<file path="src/rtl/mapper_pkg.sv">
package mapper_pkg;

    typedef enum logic [1:0] {
        RG_NONE = 2'd0,
        RG_DRAM = 2'd1,
        RG_SRAM = 2'd2,
        RG_ROM  = 2'd3
    } region_t;

endpackage

</file>
<file path="src/rtl/page_regfile.sv">
module page_regfile #(
    parameter int NPG      = 8,
    parameter int PW       = 8,
    parameter logic [PW-1:0] BOOT_PG = 8'hF0,
    localparam int IW      = $clog2(NPG)
) (
    input  logic          clk,
    input  logic          rst_n,
    input  logic          wr_en,
    input  logic [IW-1:0] wr_idx,
    input  logic [PW-1:0] wr_data,
    input  logic [IW-1:0] cpu_idx,
    output logic [PW-1:0] cpu_page,
    output logic [PW-1:0] rd_page
);

    typedef struct packed {
        logic [NPG-1:0][PW-1:0] pg;
    } regs_t;

    regs_t st_d, st_q;
    regs_t rst_val;

    generate
        for (genvar g = 0; g < NPG; g++) begin : g_rst
            assign rst_val.pg[g] = BOOT_PG | PW'(g % 2);
        end
    endgenerate

    always_comb begin
        st_d = st_q;
        if (wr_en) st_d.pg[wr_idx] = wr_data;
    end

    always_ff @(posedge clk or negedge rst_n) begin
        if (!rst_n) st_q <= rst_val;
        else        st_q <= st_d;
    end

    assign cpu_page = st_q.pg[cpu_idx];
    assign rd_page  = st_q.pg[wr_idx];

    // a written value is held in the addressed register one edge later
    p_write_lands_r2: assert property (@(posedge clk) disable iff (!rst_n)
        wr_en |=> st_q.pg[$past(wr_idx)] == $past(wr_data));

endmodule

</file>
<file path="src/rtl/region_decode.sv">
module region_decode
    import mapper_pkg::*;
#(
    parameter int PW  = 8,
    parameter int LAW = 16,
    parameter logic [PW-1:0] DRAM_LAST  = 8'h3F,
    parameter logic [PW-1:0] SRAM_FIRST = 8'hE8,
    parameter logic [PW-1:0] SRAM_LAST  = 8'hEF,
    parameter logic [PW-1:0] ROM_FIRST  = 8'hF0,
    parameter logic [LAW-1:0] WIN0_LO = 16'hF000,
    parameter logic [LAW-1:0] WIN0_HI = 16'hF0FB,
    parameter logic [LAW-1:0] WIN1_LO = 16'hFFFC
) (
    input  logic [PW-1:0]  page,
    input  logic [LAW-1:0] laddr,
    output region_t        region,
    output logic           onchip
);

    always_comb begin
        if (page <= DRAM_LAST)                            region = RG_DRAM;
        else if (page >= SRAM_FIRST && page <= SRAM_LAST) region = RG_SRAM;
        else if (page >= ROM_FIRST)                       region = RG_ROM;
        else                                              region = RG_NONE;
    end

    assign onchip = (laddr >= WIN0_LO && laddr <= WIN0_HI) || (laddr >= WIN1_LO);

endmodule

</file>
<file path="src/rtl/wait_gen.sv">
module wait_gen #(
    parameter int WS_W = 2
) (
    input  logic            clk,
    input  logic            rst_n,
    input  logic            req,
    input  logic [WS_W-1:0] need,
    output logic            wait_o
);

    typedef struct packed {
        logic [WS_W-1:0] cnt;
    } wst_t;

    wst_t st_d, st_q;

    assign wait_o = req && (need > st_q.cnt);

    always_comb begin
        st_d = st_q;
        if (req && wait_o) st_d.cnt = st_q.cnt + 1'b1;
        else               st_d.cnt = '0;
    end

    always_ff @(posedge clk or negedge rst_n) begin
        if (!rst_n) st_q <= '0;
        else        st_q <= st_d;
    end

    // after the last wait cycle of a held request the wait drops
    p_wait_release_r10: assert property (@(posedge clk) disable iff (!rst_n)
        (req && wait_o && (st_q.cnt == need - 1'b1)) ##1 (req && $stable(need)) |-> !wait_o);

    // a request never sees more waits than its region needs
    p_wait_bound_r10: assert property (@(posedge clk) disable iff (!rst_n)
        req && $stable(need) && $past(req) |-> st_q.cnt <= need);

endmodule

</file>
<file path="src/rtl/page_mapper.sv">
module page_mapper
    import mapper_pkg::*;
#(
    parameter int LAW   = 16,
    parameter int OFF_W = 13,
    parameter int PW    = 8,
    parameter int DW    = 8,
    parameter int WS_W  = 2,
    parameter logic [WS_W-1:0] DRAM_WS = 2'd1,
    parameter logic [WS_W-1:0] SRAM_WS = 2'd0,
    parameter logic [WS_W-1:0] ROM_WS  = 2'd2,
    localparam int IW   = LAW - OFF_W,
    localparam int NPG  = 1 << IW,
    localparam int PAW  = PW + OFF_W
) (
    input  logic           clk,
    input  logic           rst_n,
    input  logic [LAW-1:0] cpu_addr,
    input  logic           cpu_req,
    input  logic           cpu_wr,
    output logic           cpu_wait,
    output logic [DW-1:0]  cpu_rdata,
    input  logic           reg_we,
    input  logic [IW-1:0]  reg_idx,
    input  logic [PW-1:0]  reg_wdata,
    output logic [PW-1:0]  reg_rdata,
    output logic [PAW-1:0] phys_addr,
    output logic           cs_dram,
    output logic           cs_sram,
    output logic           cs_rom,
    output logic           mem_we,
    input  logic [DW-1:0]  mem_rdata,
    output logic           onchip_hit
);

    localparam logic [PW-1:0] ROM_BASE = 8'hF0;

    logic [PW-1:0]   cur_page;
    logic [PW-1:0]   out_page;
    region_t         region;
    logic            onchip;
    logic            ext;
    logic [WS_W-1:0] need;

    page_regfile #(.NPG(NPG), .PW(PW), .BOOT_PG(ROM_BASE)) u_regs (
        .clk      (clk),
        .rst_n    (rst_n),
        .wr_en    (reg_we),
        .wr_idx   (reg_idx),
        .wr_data  (reg_wdata),
        .cpu_idx  (cpu_addr[LAW-1:OFF_W]),
        .cpu_page (cur_page),
        .rd_page  (reg_rdata)
    );

    region_decode #(.PW(PW), .LAW(LAW)) u_dec (
        .page   (cur_page),
        .laddr  (cpu_addr),
        .region (region),
        .onchip (onchip)
    );

    assign ext = cpu_req && !onchip;

    always_comb begin
        out_page = cur_page;
        if (region == RG_ROM) out_page = ROM_BASE | {{(PW-1){1'b0}}, cur_page[0]};
    end

    always_comb begin
        need = '0;
        if (!onchip) begin
            case (region)
                RG_DRAM: need = DRAM_WS;
                RG_SRAM: need = SRAM_WS;
                RG_ROM:  need = cpu_wr ? '0 : ROM_WS;
                default: need = '0;
            endcase
        end
    end

    wait_gen #(.WS_W(WS_W)) u_wait (
        .clk    (clk),
        .rst_n  (rst_n),
        .req    (cpu_req),
        .need   (need),
        .wait_o (cpu_wait)
    );

    assign phys_addr  = {out_page, cpu_addr[OFF_W-1:0]};
    assign cs_dram    = ext && (region == RG_DRAM);
    assign cs_sram    = ext && (region == RG_SRAM);
    assign cs_rom     = ext && (region == RG_ROM) && !cpu_wr;
    assign mem_we     = ext && cpu_wr && (region == RG_DRAM || region == RG_SRAM);
    assign onchip_hit = onchip;
    assign cpu_rdata  = (!onchip && region == RG_NONE) ? {DW{1'b1}} : mem_rdata;

    // on-chip windows never reach external memory
    p_onchip_quiet_r9: assert property (@(posedge clk) disable iff (!rst_n)
        onchip_hit |-> !(cs_dram || cs_sram || cs_rom || mem_we || cpu_wait));

    // the ROM is never selected for a write
    p_rom_no_write_r7: assert property (@(posedge clk) disable iff (!rst_n)
        cs_rom |-> !cpu_wr && !mem_we);

    // at most one chip select, and only with a request
    p_cs_onehot_r11: assert property (@(posedge clk) disable iff (!rst_n)
        $onehot0({cs_dram, cs_sram, cs_rom}));
    p_cs_needs_req_r11: assert property (@(posedge clk) disable iff (!rst_n)
        !cpu_req |-> !(cs_dram || cs_sram || cs_rom || mem_we || cpu_wait));

    // a ROM select always shows a folded page
    p_rom_fold_r6: assert property (@(posedge clk) disable iff (!rst_n)
        cs_rom |-> phys_addr[PAW-1:OFF_W+1] == ROM_BASE[PW-1:1]);

endmodule

</file>
<file path="config.mk">
export PLATFORM = sky130hd
export DESIGN_NAME = page_mapper
export DESIGN_NICKNAME = d
export VERILOG_FILES = /design/src/rtl/mapper_pkg.sv /design/src/rtl/page_regfile.sv /design/src/rtl/region_decode.sv /design/src/rtl/wait_gen.sv /design/src/rtl/page_mapper.sv
export SDC_FILE = /design/constraint.sdc
export NUM_CORES = 1
export LEC_CHECK = 0
export ABC_CLOCK_PERIOD_IN_PS = 3800
export BUFFER_PORTS_ARGS = -buffer_cell sky130_fd_sc_hd__buf_2
export CELL_PAD_IN_SITES_DETAIL_PLACEMENT = 0
export CELL_PAD_IN_SITES_GLOBAL_PLACEMENT = 1
export CORE_MARGIN = 4
export CORE_UTILIZATION = 41
export DETAILED_ROUTE_END_ITERATION = 8
export GPL_ROUTABILITY_DRIVEN = 0
export PLACE_DENSITY = 0.86
export SYNTH_ARGS = -nofsm -noshare
export SYNTH_HDL_FRONTEND = slang
export SYNTH_HIERARCHICAL = 1
export SYNTH_SLANG_ARGS = --single-unit
export TNS_END_PERCENT = 100
</file>
<file path="constraint.sdc">
create_clock -name clk -period 3.8 [get_ports clk]
set_input_delay 0.76 -clock clk [delete_from_list [all_inputs] [get_ports clk]]
set_output_delay 0.76 -clock clk [all_outputs]
set_load 0.05 [all_outputs]
</file>
# After elaboration in Yosys (flattened, before gate mapping)
# Cells that the tools add are included.
# W data, S select, Z words.
totals:
  ff_bits: 66
  out_inout_bits: 43
  wordCells: 58
classes:
  n_addsub: 1
  order_cmp: 11
  n_eq_ne: 3
  muxes: 16
  reduce_logical: 18
ops:
  columns: ["operator", "count"]
  rows:
  - ["$bwmux W64", 1]
  - ["$bmux W8 S3", 2]
  - ["$mux W8", 5]
  - ["$ge A16 B16 Y1 const B", 2]
  - ["$demux W8 S3", 1]
  - ["$ge A8 B8 Y1 const B", 2]
  - ["$le A16 B16 Y1 const B", 1]
  - ["$logic_and A1 B1 Y1", 13]
  - ["$mux W2", 6]
  - ["$le A8 B6 Y1 const B", 1]
  - ["$le A8 B8 Y1 const B", 1]
  - ["$lt A3 B4 Y1 const B", 2]
  - ["$eq A2 B2 Y1 const B", 2]
  - ["$pmux W2 S2", 1]
  - ["$ge A3 B1 Y1 const B", 1]
  - ["$add A2 B1 Y2 const B", 1]
  - ["$eq A2 B1 Y1 const B", 1]
  - ["$gt A2 B2 Y1", 1]
  - ["$logic_not A1 Y1", 2]
  - ["$logic_not A2 Y1", 1]
  - ["$logic_or A1 B1 Y1", 2]

# Logic depth before layout (Yosys ltp)
logic_depth:
  word_depth: 13
  ltp_mapped: 12
  ltp_nobuf: 10

# Hierarchy
# Netlist, hierarchy kept.
modules_own_cells:
  columns: ["mod", "n_inst", "cells_each", "area_each_um2"]
  rows:
  - ["page_regfile", 1, 238, 3598.5]
  - ["page_mapper", 1, 41, 314.1]
  - ["wait_gen", 1, 13, 147.6]
  - ["region_decode", 1, 11, 67.6]

# Worst setup path before layout
# Ideal clock, no wire load.
synth_path:
  kind: "in2out"
  startpoint: "in cpu_addr[13]"
  endpoint: "out cpu_wait"
  t_arrival_ns: 3.872
  setup_slack_ns: -0.832
  stages: 10
  cell_sequence: "buf_6 > buf_12 > mux4_1 > mux2_2 > o21ai_0 > ha_1 > nor3b_1 > ha_1 > a21bo_4 > a21oi_1"
synth_via:
  elab_chain_len: 11
  word_cells_on_any_way: 21
  classes_between: "order compare (8); eq/ne (2); mux (7); reduce/logical (4)"
synth_rtl:
  columns: ["element", "line", "text"]
  rows:
  - ["start: declaration", "page_mapper.sv:18", "input logic [LAW-1:0] cpu_addr,"]
  - ["$bmux W8 S3 (*)", "page_regfile.sv:40", "assign cpu_page = st_q.pg[cpu_idx];"]
  - ["$mux W8 (not written as such) (*)", "page_regfile.sv:40", null]
  - ["net cur_page[6]", "page_mapper.sv:38", "logic [PW-1:0] cur_page;"]
  - ["$ge A8 B8 Y1 (tied with other cells)", "region_decode.sv:23", "else if (page >= ROM_FIRST) region = RG_ROM;"]
  - ["$mux W2 or $logic_and A1 B1 Y1 (tied branches)", "region_decode.sv:23, region_decode.sv:22", null]
  - ["$mux W2", "region_decode.sv:22", "else if (page >= SRAM_FIRST && page <= SRAM_LAST) region = RG_SRAM;"]
  - ["$mux W2 (*)", "region_decode.sv:21", "if (page <= DRAM_LAST) region = RG_DRAM;"]
  - ["net region[0]", "page_mapper.sv:40", "region_t region;"]
  - ["$eq A2 B2 Y1 or $eq A2 B1 Y1 (tied branches)", "page_mapper.sv:73", "case (region)"]
  - ["$pmux W2 S2 (*)", "page_mapper.sv:73", null]
  - ["$mux W2 (*)", "page_mapper.sv:72", "if (!onchip) begin"]
  - ["net need[1]", "page_mapper.sv:43", "logic [WS_W-1:0] need;"]
  - ["$gt A2 B2 Y1 (*)", "wait_gen.sv:17", "assign wait_o = req && (need > st_q.cnt);"]
  - ["$logic_and A1 B1 Y1 (*)", "wait_gen.sv:17", null]
  - ["end: declaration", "page_mapper.sv:21", "output logic cpu_wait,"]
# The timed path passes the listed nets; every way through them passes the cells marked *. The select of a mux whose other input is x is not followed.

# Final worst setup path
# Same ends and word-level chain as after synthesis.

==> results.json <==
{
  "layout.cells.non_filler": 524,
  "fin_ws_ns": -0.170,
  "violations": "setup timing",
  "p_sw_mw": 1.02,
  "grt_pass1_wl_mm": 16.7,
  "period_needed_ns": 3.97,
  "place_inst": 505,
  "hpwlAfterDp_mm": 7.51,
  "clk_pin_slew_worst_paths_ns": 0.07,
  "hold_class": "in2async",
  "netlist-cell-type-count": 43,
  "dieArea_um2": 11700,
  "die_w_um": 108,
  "drt-initial-drc-count": 142,
  "clk_latency_ns": 0.36,
  "cp-start-kind": "primary input",
  "syn-num-nets": 349,
  "ys.warnings.count": 6,
  "required_ns": 3.04,
  "mostFrequentLayoutCell": "mux2_2",
  "reg2reg_setup_slack_ns": 1.09,
  "ir_drop_v": 0.000232,
  "multi_input_comb_area_um2": 2290,
  "max_cap_violations": 0,
  "cp-end-kind": "output pin",
  "ys_seq_area_share_pct": 41.1,
  "clkSinkCount": 66,
  "area_delta_synth_final_pct": 23.4,
  "routed_wl_mm": 10.7,
  "fmax_ghz": 0.252,
  "drive_gt1_share_pct": 71.6,
  "setup_viol": 1,
  "syn-instance-count": 303,
  "tightestPinTransition_ns": 0.646,
  "htreeDepth": 3,
  "path_class": "in2out",
  "critPathMaxFanout": 7,
  "wl_per_cell_um": 20.5,
  "netlist_area_um2": 4130,
  "r2r-end": "u_wait/st_q[0]",
  "cts_tree": "done",
  "synth_top_flop_cell": "dfstp_2",
  "status": "finished, violations left",
  "fin_nets": 432,
  "power.leakage_nw": 2.16,
  "dieHeight_um": 108,
  "crit_chain": "buf_12 > buf_12 > mux4_2 > mux2_4 > o2111a_2 > inv_2 > ha_4 > nor2b_4 > inv_2 > ha_4 > a21bo_4 > a21oi_4 > buf_6",
  "seq_area_um2": 1700,
  "ioPinCount": 83,
  "slew_viol_final": 0,
  "initial_core_util_pct": 42.2,
  "sw_frac_of_total_pct": 35.3,
  "rows": 36,
  "fin_worst_skew_ns": 0.0118,
  "syn_avg_cell_area_um2": 13.6,
  "vias_per_cell": 5.69,
  "numPortBuffers": 78,
  "dpl_worst_slack_ns": -0.476,
  "grt_max_degree": 40,
  "core_um2": 9770,
  "final_antenna_net_count": 0,
  "crit_buf_inv": 5,
  "numCtsBuffers": 9,
  "ff2ff_path_depth": 11,
  "post-route-period-util_pct": 104,
  "cp_top_family": "multiplexers",
  "overflow": 0,
  "synth-async-reset-ratio_pct": 100,
  "seq_power_share_pct": 36.3,
  "cp_slowest_cell": "mux4_2",
  "reg2reg_from": "u_regs/st_q[11]",
  "grt_pass1_vias": 3117,
  "vias": 2979,
  "ys_ff_latch": 66,
  "max_slew_margin_pct": 56.9,
  "antenna_found_initial": 0,
  "drcViolationCount": 0,
  "clock_power_share_pct": 24.3,
  "synth_edf_count": 0,
  "first_pass_iters": 5,
  "p_per_area_nw_per_um2": 569,
  "hold_buffers": 0,
  "most-common-layout-cells": "mux2_2 (87), buf_2 (67), dfstp_2 (36), dfrtp_1 (30), buf_4 (21)",
  "cts_buffer_depth": 2,
  "grtUsageTotal_pct": 18.8,
  "cts_root_buffer": "clkbuf_8",
  "antenna_cells": 0,
  "utilization_pct": 52.1,
  "p_int_mw": 1.87,
  "worstPathArrival_ns": 3.21,
  "total_power_mw": 2.90,
  "grt_setup_unrepaired": "yes",
  "fillerInstances": 847,
  "comb_power_share_pct": 39.3,
  "finalHoldViolations": 0,
  "cp_slowest_stage_delay_ns": 0.50
}
==> layer usage <==
metal | GRT usage [%] | routed length, um | part of all wire (%) | up-vias
met5 | 0 | 0 | 0 | -
met4 | 7.12 | 216 | 2.0 | 0
met3 | 5.67 | 940 | 8.8 | 20
met2 | 31.3 | 5180 | 48 | 151
met1 | 23.0 | 4400 | 41 | 1497
li1 | - | - | - | 1311
==> synthesized netlist by cell type (4+ instances only) <==
cell type / instances / area [um2]
mux2_2: 92 / 1040
dfstp_2: 36 / 946
dfrtp_1: 30 / 751
buf_4: 16 / 120
mux4_1: 15 / 394
a22oi_1: 12 / 90.1
nand2b_1: 10 / 62.6
buf_2: 9 / 45.0
inv_1: 7 / 26.3
nor2b_1: 7 / 43.8
ha_1: 6 / 75.1
nand2_1: 5 / 18.8
o211ai_1: 5 / 37.5
nand3_2: 4 / 40.0
nand4_1: 4 / 25.0
or2_2: 4 / 25.0
==> cell type report <==
class,instances,share of cell area [%]
repair buffers,102,13.5
multi-input cells,200,44.9
flip-flops and latches,66,33.3
clock buffers,10,2.51
well taps,133,3.27
inverters,7,0.516
clock inverters,6,2.06
==> cell families (layout without fill, tap and decap cells) <==
family	count (synthesis)	after routing	synth area share [%]
compound gates	29	29	5.61
simple gates	53	53	8.85
flops	66	66	41.1
fa+ha+maj	6	6	1.82
buf+inv	37	125	5.85
xor+xnor	1	1	0.212
mux	111	111	36.6
==> sequential cells by signal, summed over array words and instances (netlist names) <==
register	flops
u_regs/st_q	64
u_wait/st_q	2
==> metrics by stage <==
step / instance area, um2 / TNS [ns] / hold WS [ns]
after global routing: 5090 / -0.412 / 0.467
after floorplan: 4170 / -0.201 / 0.454
after global placement: 4680 / -0.389 / 0.476
after CTS: 5010 / -0.226 / 0.445
after detailed placement: 4680 / -0.476 / 0.478
final: 5090 / -0.170 / 0.435
==> power by group through the flow <==
stage	sequential, mW	combinational (mW)	clock, mW
finish	1.05	1.14	0.704
global route	1.07	1.21	0.746
CTS	1.05	1.10	0.713
detailed placement	1.05	1.04	0
global placement	1.04	1.02	0
floorplan	0.999	0.820	0
==> timing repair <==
item / CTS / global route
gates resized for setup: 25 / 23
pin swaps: 5 / 7
setup buffers: 2 / 2
cloned: 1 / 0
endpoints found under the setup margin: 1 / 7
==> worst max path at each step <==
stage	from	endpoint	slack, ns	cells past startpoint
5_1_grt	cpu_addr[13]	cpu_wait	-0.26	13
3_3_place_gp	cpu_addr[13]	cpu_wait	-0.39	13
6_report	cpu_addr[13]	cpu_wait	-0.17	13
3_5_place_dp	cpu_addr[13]	cpu_wait	-0.48	13
2_1_floorplan	cpu_addr[13]	cpu_wait	-0.20	10
4_1_cts	cpu_addr[13]	cpu_wait	-0.23	13
No activity file was read; power rests on OpenSTA's default activity.
